===== config.mk =====
export PLATFORM = sky130hd
export DESIGN_NAME = refresh_backlog_sched
export DESIGN_NICKNAME = d
export VERILOG_FILES = /design/src/rtl/rfs_pkg.sv /design/src/rtl/rfs_period_timer.sv /design/src/rtl/rfs_backlog_ctr.sv /design/src/rtl/rfs_cmd_fsm.sv /design/src/rtl/refresh_backlog_sched.sv
export SDC_FILE = /design/constraint.sdc
export NUM_CORES = 1
export LEC_CHECK = 0
export BUFFER_PORTS_ARGS = -buffer_cell sky130_fd_sc_hd__buf_2
export CAP_MARGIN = 20
export CORE_ASPECT_RATIO = 1.1
export CORE_MARGIN = 4
export CORE_UTILIZATION = 54
export DETAILED_ROUTE_END_ITERATION = 12
export HOLD_SLACK_MARGIN = 0.12
export PLACE_DENSITY = 0.83
export SYNTH_ARGS = -nofsm -noshare
export SYNTH_HDL_FRONTEND = slang
export SYNTH_SLANG_ARGS = --single-unit
export TNS_END_PERCENT = 100

===== constraint.sdc =====
create_clock -name clk -period 2.9 [get_ports clk]
set_input_delay 0.435 -clock clk [delete_from_list [all_inputs] [get_ports clk]]
set_output_delay 0.435 -clock clk [all_outputs]
set_load 0.01 [all_outputs]

===== src/rtl/rfs_pkg.sv =====
package rfs_pkg;

  typedef enum logic [1:0] {
    RS_IDLE,
    RS_PRE,
    RS_REF,
    RS_GAP
  } rfs_state_e;

  localparam logic [1:0] BACKLOG_FULL = 2'b11;

  // Next backlog value: a tick adds one unless full, a finished refresh removes one.
  function automatic logic [1:0] backlog_next(input logic [1:0] cur,
                                              input logic tick,
                                              input logic done);
    logic [1:0] v;
    v = cur;
    if (tick && (cur != BACKLOG_FULL)) v = v + 2'd1;
    if (done && (v != 2'd0)) v = v - 2'd1;
    return v;
  endfunction

  // Gap counter has served its time when it reaches one or less.
  function automatic logic gap_served(input logic [7:0] gcnt);
    return (gcnt <= 8'd1);
  endfunction

endpackage


===== src/rtl/rfs_period_timer.sv =====
module rfs_period_timer #(
  parameter int PERIOD_W = 12
) (
  input  logic                clk,
  input  logic                rst_n,
  input  logic                en,
  input  logic [PERIOD_W-1:0] period,
  output logic                tick
);
  logic [PERIOD_W-1:0] tmr_q;

  assign tick = en && (tmr_q == '0);

  always_ff @(posedge clk) begin
    if (!rst_n) begin
      tmr_q <= '0;
    end else if (!en || tick) begin
      tmr_q <= period;
    end else begin
      tmr_q <= tmr_q - 1'b1;
    end
  end

  assert_reload_R3: assert property (@(posedge clk) disable iff (!rst_n)
    tick |=> (tmr_q == $past(period)));

  assert_hold_R2: assert property (@(posedge clk) disable iff (!rst_n)
    !en |-> !tick);
endmodule


===== src/rtl/rfs_backlog_ctr.sv =====
module rfs_backlog_ctr
  import rfs_pkg::*;
(
  input  logic       clk,
  input  logic       rst_n,
  input  logic       tick,
  input  logic       done,
  output logic [1:0] cnt
);
  always_ff @(posedge clk) begin
    if (!rst_n) cnt <= BACKLOG_FULL;
    else        cnt <= backlog_next(cnt, tick, done);
  end

  assert_no_overflow_R5: assert property (@(posedge clk) disable iff (!rst_n)
    (cnt == BACKLOG_FULL && tick && !done) |=> (cnt == BACKLOG_FULL));

  assert_drain_step_R5: assert property (@(posedge clk) disable iff (!rst_n)
    (done && !tick && cnt != 2'd0) |=> (cnt == $past(cnt) - 2'd1));
endmodule


===== src/rtl/rfs_cmd_fsm.sv =====
module rfs_cmd_fsm
  import rfs_pkg::*;
#(
  parameter int GAP_W = 4
) (
  input  logic             clk,
  input  logic             rst_n,
  input  logic             en,
  input  logic [1:0]       cnt,
  input  logic             access_busy,
  input  logic             bus_grant,
  input  logic [GAP_W-1:0] trc,
  output logic             bus_req,
  output logic             cmd_pre,
  output logic             cmd_ref,
  output logic             page_inv,
  output logic             drain
);
  rfs_state_e       state_q;
  logic [GAP_W-1:0] gcnt_q;
  logic             drain_q;
  logic             want;
  logic             gap_ok;

  // A partial backlog waits for an idle bus; a full one does not.
  assign want    = en && (cnt != 2'd0) && ((cnt == BACKLOG_FULL) || !access_busy);
  assign bus_req = (state_q != RS_IDLE) || want;
  assign cmd_pre = (state_q == RS_PRE);
  assign cmd_ref = (state_q == RS_REF);
  assign page_inv = (state_q == RS_PRE) || (state_q == RS_REF);
  assign drain   = drain_q;
  assign gap_ok  = gap_served(8'(gcnt_q));

  always_ff @(posedge clk) begin
    if (!rst_n) begin
      state_q <= RS_IDLE;
      gcnt_q  <= '0;
      drain_q <= 1'b0;
    end else begin
      case (state_q)
        RS_IDLE: if (want && bus_grant) begin
          state_q <= RS_PRE;
          drain_q <= (cnt == BACKLOG_FULL);
        end
        RS_PRE: state_q <= RS_REF;
        RS_REF: begin
          state_q <= RS_GAP;
          gcnt_q  <= trc;
        end
        RS_GAP: begin
          if (gcnt_q != '0) gcnt_q <= gcnt_q - 1'b1;
          if (gap_ok) begin
            if (drain_q && en && (cnt != 2'd0)) begin
              state_q <= RS_REF;
            end else begin
              state_q <= RS_IDLE;
              drain_q <= 1'b0;
            end
          end
        end
        default: state_q <= RS_IDLE;
      endcase
    end
  end

  assert_pre_then_ref_R4: assert property (@(posedge clk) disable iff (!rst_n)
    cmd_pre |=> cmd_ref);

  assert_granted_R10: assert property (@(posedge clk) disable iff (!rst_n)
    cmd_pre |-> $past(bus_req && bus_grant));

  assert_urgent_req_R6: assert property (@(posedge clk) disable iff (!rst_n)
    (state_q == RS_IDLE && en && cnt == BACKLOG_FULL) |-> bus_req);

  assert_busy_holds_R7: assert property (@(posedge clk) disable iff (!rst_n)
    (state_q == RS_IDLE && access_busy && cnt != BACKLOG_FULL) |-> !bus_req);

  assert_gated_R2: assert property (@(posedge clk) disable iff (!rst_n)
    (state_q == RS_IDLE && !en) |-> !bus_req);
endmodule


===== src/rtl/refresh_backlog_sched.sv =====
module refresh_backlog_sched #(
  parameter int PERIOD_W = 12,
  parameter int GAP_W    = 4
) (
  input  logic                clk,
  input  logic                rst_n,
  input  logic                refresh_en,
  input  logic [PERIOD_W-1:0] period_cfg,
  input  logic [GAP_W-1:0]    trc_cfg,
  input  logic                access_busy,
  input  logic                bus_grant,
  output logic                bus_req,
  output logic                cmd_precharge_all,
  output logic                cmd_refresh,
  output logic                page_invalidate,
  output logic                urgent,
  output logic [1:0]          backlog
);
  localparam int SINCE_W = GAP_W + 1;

  logic       tick;
  logic [1:0] cnt;
  logic       drain;

  rfs_period_timer #(.PERIOD_W(PERIOD_W)) u_timer (
    .clk    (clk),
    .rst_n  (rst_n),
    .en     (refresh_en),
    .period (period_cfg),
    .tick   (tick)
  );

  rfs_backlog_ctr u_backlog (
    .clk   (clk),
    .rst_n (rst_n),
    .tick  (tick),
    .done  (cmd_refresh),
    .cnt   (cnt)
  );

  rfs_cmd_fsm #(.GAP_W(GAP_W)) u_fsm (
    .clk         (clk),
    .rst_n       (rst_n),
    .en          (refresh_en),
    .cnt         (cnt),
    .access_busy (access_busy),
    .bus_grant   (bus_grant),
    .trc         (trc_cfg),
    .bus_req     (bus_req),
    .cmd_pre     (cmd_precharge_all),
    .cmd_ref     (cmd_refresh),
    .page_inv    (page_invalidate),
    .drain       (drain)
  );

  assign backlog = cnt;
  assign urgent  = drain || (refresh_en && cnt == rfs_pkg::BACKLOG_FULL);

  // Cycles since the last refresh strobe, for the spacing check.
  logic [SINCE_W-1:0] since_q;
  logic               seen_ref_q;
  always_ff @(posedge clk) begin
    if (!rst_n) begin
      since_q    <= '0;
      seen_ref_q <= 1'b0;
    end else if (cmd_refresh) begin
      since_q    <= '0;
      seen_ref_q <= 1'b1;
    end else if (since_q != {SINCE_W{1'b1}}) begin
      since_q <= since_q + 1'b1;
    end
  end

  assert_min_gap_R9: assert property (@(posedge clk) disable iff (!rst_n)
    (cmd_refresh && seen_ref_q) |-> (since_q >= SINCE_W'(trc_cfg)));

  assert_page_stale_R8: assert property (@(posedge clk) disable iff (!rst_n)
    (cmd_precharge_all || cmd_refresh) |-> page_invalidate);

  assert_one_cmd_R4: assert property (@(posedge clk) disable iff (!rst_n)
    !(cmd_precharge_all && cmd_refresh));
endmodule


* Word-level counts from Yosys, hierarchy flattened
Index checks and enable logic that the tools add are counted.
Operators by class: add/sub/neg operators 4, reductions and logical operators 27, magnitude comparators 1, mux-type cells 14, equal/unequal tests 9
Operators with widths (number):
- logical NOT 12 bit | 1
- 2-to-1 mux 12 bit | 1
- 2-to-1 mux 2 bit | 6
- subtractor 12 x 1 -> 12 bit, second input constant | 1
- nonzero test 2 bit | 5
- logical AND 1 bit | 9
- case mux 2 bit (4 select lines) | 1
- case mux 4 bit (2 select lines) | 1
- == test 2 bit, second input constant | 3
- != test 2 x 1 -> 1 bit, second input constant | 3
- logical OR 1 bit | 5
- less-or-equal comparator 4 x 1 -> 1 bit, second input constant | 1
- 2-to-1 mux 4 bit | 1
- != test 2 bit, second input constant | 2
- AND reduction 2 bit | 2
- AND reduction 4 bit | 1
- nonzero test 4 bit | 1
- subtractor 4 x 1 -> 4 bit, second input constant | 1
- 2-to-1 mux 1 bit | 3
- adder 2 x 1 -> 2 bit, second input constant | 1
- == test 2 x 1 -> 1 bit, second input constant | 1
- logical NOT 1 bit | 2
- logical NOT 2 bit | 1
- case mux 1 bit (2 select lines) | 1
- subtractor 2 x 1 -> 2 bit, second input constant | 1
Word-level totals: output and inout bits 7, register bits 21, bits of input ports 21, word-level logic and storage cells 60

* Depth between registers and ports, before layout
word-level depth 8, mapped depth 9, mapped depth without buffers 9

* Modules after synthesis
A second synthesis with hierarchy kept.
Second synthesis, totals: cell total of the unflattened synthesis 166, area total of the unflattened synthesis 1467.7 sq um
By module, submodules not included:
- rfs_period_timer | seq. area each 240.2 sq um, area an instance 730.7 sq um, cells each 84, times used 1
- rfs_cmd_fsm | seq. area each 140.1 sq um, area an instance 575.6 sq um, cells each 67, times used 1
- rfs_backlog_ctr | seq. area each 40.0 sq um, area an instance 152.6 sq um, cells each 14, times used 1
- refresh_backlog_sched | seq. area each 0.0 sq um, area an instance 8.8 sq um, cells each 1, times used 1

* Least setup slack after synthesis
No wires, ideal clock.
kind reg2reg, from reg u_backlog.cnt[0], to reg u_backlog.cnt[1], buffers on the path 0, library setup time 0.122 ns, arrival 2.242 ns, period minus slack after synthesis 2.364 ns, slack 0.536 ns, required time 2.778 ns, stages on the path, launching flop included 9, cells stage by stage dfxtp_1 ha_1 or4bb_1 or4_4 a21oi_1 ha_1 nor2b_1 a211oi_1 o21ai_1
On the way: word-level cells in the longest chain between the ends 7, elaborated cells between the ends (all ways) 9, those cells by class add/sub (2); eq/ne (1); mux (3); reduce/logical (3)
Ends and longest elaborated chain:
- start: declaration | RTL line rfs_backlog_ctr.sv:8 | output logic [1:0] cnt
- start signal: assignment | RTL line rfs_backlog_ctr.sv:12 | else cnt <= backlog_next(cnt, tick, done);
- parallel branches: the longest is 2 deep, another holds adder 2 x 1 -> 2 bit
- 2-to-1 mux 2 bit * | RTL line rfs_pkg.sv:18 | if (tick && (cur != BACKLOG_FULL)) v = v + 2'd1;
- 2-to-1 mux 2 bit * | RTL line rfs_backlog_ctr.sv:11 | if (!rst_n) cnt <= BACKLOG_FULL;
- parallel branches: the longest is 2 deep, another holds subtractor 2 x 1 -> 2 bit
- 2-to-1 mux 2 bit * | RTL line rfs_pkg.sv:19 | if (done && (v != 2'd0)) v = v - 2'd1;
Every way passes the cells marked *. The select of a mux whose other input is x is not followed. A chain may end at the register's enable or synchronous reset.

* Worst setup path after layout
from reg u_timer.tmr_q[0], to reg u_backlog.cnt[1]
On the way: word-level cells in the longest chain between the ends 8, elaborated cells between the ends (all ways) 9, those cells by class add/sub (1); mux (3); reduce/logical (5)
Ends and longest elaborated chain:
- start: declaration | RTL line rfs_period_timer.sv:10 | logic [PERIOD_W-1:0] tmr_q;
- start signal: assignment | RTL line rfs_period_timer.sv:18 | tmr_q <= period;
- start signal: assignment | RTL line rfs_period_timer.sv:20 | tmr_q <= tmr_q - 1'b1;
- logical NOT 12 bit * | RTL line rfs_period_timer.sv:12 | assign tick = en && (tmr_q == '0);
- logical AND 1 bit * | RTL line rfs_period_timer.sv:12
- logical AND 1 bit * | RTL line rfs_pkg.sv:18
- 2-to-1 mux 2 bit * | RTL line rfs_pkg.sv:18
- 2-to-1 mux 2 bit * | RTL line rfs_backlog_ctr.sv:11
- parallel branches: the longest is 2 deep, another holds subtractor 2 x 1 -> 2 bit
- 2-to-1 mux 2 bit * | RTL line rfs_pkg.sv:19
Marked as above.

==> results.rst <==
.. list-table::
   :header-rows: 1

   * - Metric
     - Value
   * - Fmax
     - 389 MHz
   * - Highest signal layer in the routed design
     - met4
   * - Category of the most critical setup path
     - register to register
   * - Count of filler cells inserted in the layout
     - approximately 220
   * - Wire length of the first global-routing pass
     - 5.54 mm
   * - Num rows
     - 19
   * - Total routed wire length on the met1 layer
     - 1.40 mm
   * - Power Density
     - 566 nW/µm²
   * - Core outline area
     - approximately 2500 µm²
   * - Share of final-layout standard cells stronger than drive strength 1
     - 19.4%
   * - Detailed-route via count
     - 1342
   * - Worst skew pair latency
     - around 0.31 ns
   * - Violation count after the first detailed-routing iteration
     - 26
   * - Setup repair after global routing missed its margin
     - no
   * - Horizontal extent of the die
     - roughly 57 µm
   * - Cell types with the largest area share after synthesis
     - dfxtp_1 30%, ha_1 11%, a21oi_1 6.8%, xnor2_1 5.0%, a211oi_1 4.8%
   * - Post-synth design cell area
     - roughly 1400 µm²
   * - Path category of the worst min-delay check
     - input pin to register
   * - Multi-input gate area
     - between 900 and 1000 µm²
   * - Wire length reported by the detailed router
     - around 3.3 mm
   * - CP Capture Type
     - register
   * - Critical Path Start
     - u_timer.tmr_q[0]
   * - Portion of the clock cycle consumed by the worst path in the final layout
     - 88.7%
   * - Library cell with the highest instance count after synthesis
     - dfxtp_1
   * - Status
     - finished, final reports clean
   * - Final-report setup violation count
     - 0
   * - I/O pins
     - 28
   * - Die Y-Extent
     - 61.4 µm
   * - Effective utilization at floorplan
     - 56.1%
   * - Routed wire per std cell
     - 14.9 µm
   * - Die Footprint
     - around 3500 µm²
   * - Worst-case headroom to the max-slew limit
     - 58.2%
   * - Worst Path Arrival
     - 2.78 ns
   * - Gates resized, CTS repair
     - 0
   * - Diodes inserted
     - 0
   * - Mean post-synth cell area
     - 8.49 µm²
   * - Setup TNS
     - 0 ns
   * - CTS sink cnt
     - 21
   * - Final design utilization
     - approximately 64%
   * - Top FF cell, synth
     - dfxtp_1
   * - Max Fanout on Critical Path
     - 4
   * - Power Internal
     - 0.549 mW
   * - Power share of the combinational group
     - 41.8%
   * - Post-synth cell types
     - between 40 and 50
   * - Net count after synthesis
     - 198
   * - Buffers inserted by post-CTS timing repair
     - 0
   * - TritonCTS clock tree
     - built
   * - Max-capacitance violation count
     - 0
   * - Total area of sequential cells
     - 420 µm²
   * - Endpoint required time on the critical path
     - between 3 and 4 ns
   * - Placed Area
     - around 1600 µm²
   * - Worst-case clock buffer depth
     - 2
   * - Share of synthesized area occupied by flip-flops and latches
     - 30.0%
   * - Final HPWL from detailed placement
     - 2.52 mm
   * - Mapped Cells
     - 165
   * - Number of levels the H-tree was split into
     - 1
   * - Flip-flop and latch count after synthesis
     - 21
   * - Cell taking the most area after synthesis
     - dfxtp_1
   * - Remaining routing DRC violations
     - 0
   * - Final hold violation count
     - 0
   * - Root cell of the clock tree
     - clkbuf_4
   * - Startpoint of the worst-slack reg-to-reg timing path
     - u_timer.tmr_q[0]
   * - P&R area growth vs syn
     - 13.2%
   * - Hold-fix buffers at CTS
     - 0
   * - Weighted congestion at the end of routability-driven global placement
     - 0.872
   * - Share of synthesized registers carrying an async set or reset
     - 0%
   * - Worst voltage drop across the vdd grid
     - 0.405 mV
   * - Least-Margin Pin Slew
     - 0.625 ns
   * - Remaining global-route overflow
     - 0
   * - Register-to-register path setup slack
     - 0.33 ns
   * - Number of antenna violations at the first check in global routing
     - 0
   * - Share of total power in the clock network
     - 16.2%
   * - Non-Filler Cell Area, Final
     - ~1600 µm²
   * - Pins over their slew limit
     - 0
   * - Switching part of the total power
     - 38.9%
   * - Maximum number of pins on one net before global-route repair
     - 17
   * - Number of global-route vias before repair
     - between 1000 and 1500
   * - Count of nets after finishing
     - about 230
   * - Portion of synthesized cell area occupied by the leading cell type
     - 30.0%
   * - Worst reg2reg endpoint
     - u_backlog.cnt[1]
   * - Post-layout minimum cycle time
     - 2.57 ns
   * - Final clock skew
     - between 0.005 and 0.006 ns
   * - First-pass iteration count of the detailed router
     - 4
   * - PortBufs
     - 27
   * - Leakage power of the design
     - ~0.65 nW
   * - Startpoint kind of the worst setup timing path
     - register
   * - Power dissipated by switching net loads
     - 0.349 mW
   * - Proportion of power drawn by flip-flops and latches
     - 42.0%
   * - Termination of the worst setup path
     - u_backlog.cnt[1]
   * - Clock-pin slew on the worst setup and hold paths
     - ~0.12 ns
   * - Clock buffer count from CTS
     - 3
   * - Overall Global Routing Usage
     - 20.4%
   * - Met2 routed wirelength
     - 1.70 mm
   * - Yosys Warn Count
     - 0
   * - Via-per-instance ratio
     - 6.05
   * - Post-synth EDFFs
     - 0
   * - Met3 wirelength from detailed routing
     - 169 µm
   * - Synth top cells by count
     - 21 x dfxtp_1, 19 x a21oi_1, 12 x ha_1, 12 x inv_1
   * - Depth of the worst register-to-register path
     - 9
   * - Final antenna-violating net count
     - 0
==> metrics by stage <==
| stage | hold slack [ns] | total power, mW | std cells | setup WS, ns |
|---|---|---|---|---|
| after global routing | 0.360 | 0.974 | 222 | 0.110 |
| after CTS | 0.354 | 0.904 | 222 | 0.323 |
| after detailed placement | 0.517 | 0.757 | 218 | 0.339 |
| after global placement | 0.504 | 0.737 | 218 | 0.510 |
| after floorplan | 0.484 | 0.656 | 165 | 0.536 |
| final | 0.357 | 0.898 | 222 | 0.326 |
==> layer usage <==
metal | up-vias | GRT usage, %
li1 | 675 | -
met1 | 624 | 22.6
met2 | 39 | 39.9
met3 | 4 | 3.56
met4 | 0 | 6.44
met5 | - | 0
==> power groups by stage <==
stage / clock network (mW) / logic [mW] / registers (mW)
after global routing: 0.164 / 0.427 / 0.384
after CTS: 0.150 / 0.378 / 0.376
final: 0.146 / 0.375 / 0.377
after detailed placement: 0 / 0.374 / 0.383
after global placement: 0 / 0.358 / 0.379
after floorplan: 0 / 0.283 / 0.374
==> logic make-up after synthesis <==
kind of cell,Yosys count,share of synthesized area [%]
compound gates,50,22.7
mux,2,1.43
buf+inv,18,4.91
simple gates,52,23.0
fa+ha+maj,12,10.7
xor+xnor,10,7.24
flops,21,30.0
==> worst min-delay path by stage <==
stage | end | cells after the start | slack [ns] | from
after floorplan | u_fsm.gcnt_q[1] | 2 | 0.48 | u_fsm.gcnt_q[1]
after global placement | u_fsm.gcnt_q[2] | 2 | 0.50 | u_fsm.gcnt_q[2]
after detailed placement | u_fsm.gcnt_q[2] | 2 | 0.52 | u_fsm.gcnt_q[2]
after CTS | u_backlog.cnt[0] | 2 | 0.35 | rst_n
after global routing | u_backlog.cnt[0] | 2 | 0.36 | rst_n
final | u_backlog.cnt[0] | 2 | 0.36 | rst_n
==> cell type report <==
| type | count | area share, % |
|---|---|---|
| multi-input cells | 126 | 57.5 |
| flip-flops and latches | 21 | 26.5 |
| repair buffers | 28 | 9.00 |
| inverters | 12 | 2.84 |
| well taps | 31 | 2.45 |
| clock buffers | 3 | 1.42 |
| clock inverters | 1 | 0.316 |
==> state kept, by name, summed over array words and instances, names as in the netlist <==
name and cells:
u_fsm.drain 1, u_timer.tmr_q 12, u_fsm.state_q 2, u_fsm.gcnt_q 4, u_backlog.cnt 2
==> cell usage in the layout (no fill, tap or decap), drive strengths merged, types with 2 or more instances in the layout <==
master,n
buf,28
a31oi,2
xnor2,8
or3,2
inv,12
nor3,7
o21ai,8
or4,3
nand2b,2
a21oi,19
nor2b,4
mux2i,2
nand3b,2
nand2,5
clkbuf,3
nand4,2
nor4,6
nor2,9
o31ai,3
a211oi,9
dfxtp,21
a311oi,5
ha,12
nand3,2
==> worst max-delay path: stages (launching register included) <==
cell and delay, ns:
dfxtp_1 0.35, inv_1 0.13, ha_1 0.21, or4bb_1 0.58, or4_4 0.52, a21oi_1 0.20, ha_1 0.18, nor2b_1 0.06
a211oi_1 0.16, o21ai_1 0.09
Power figures use the tool's default switching activity.
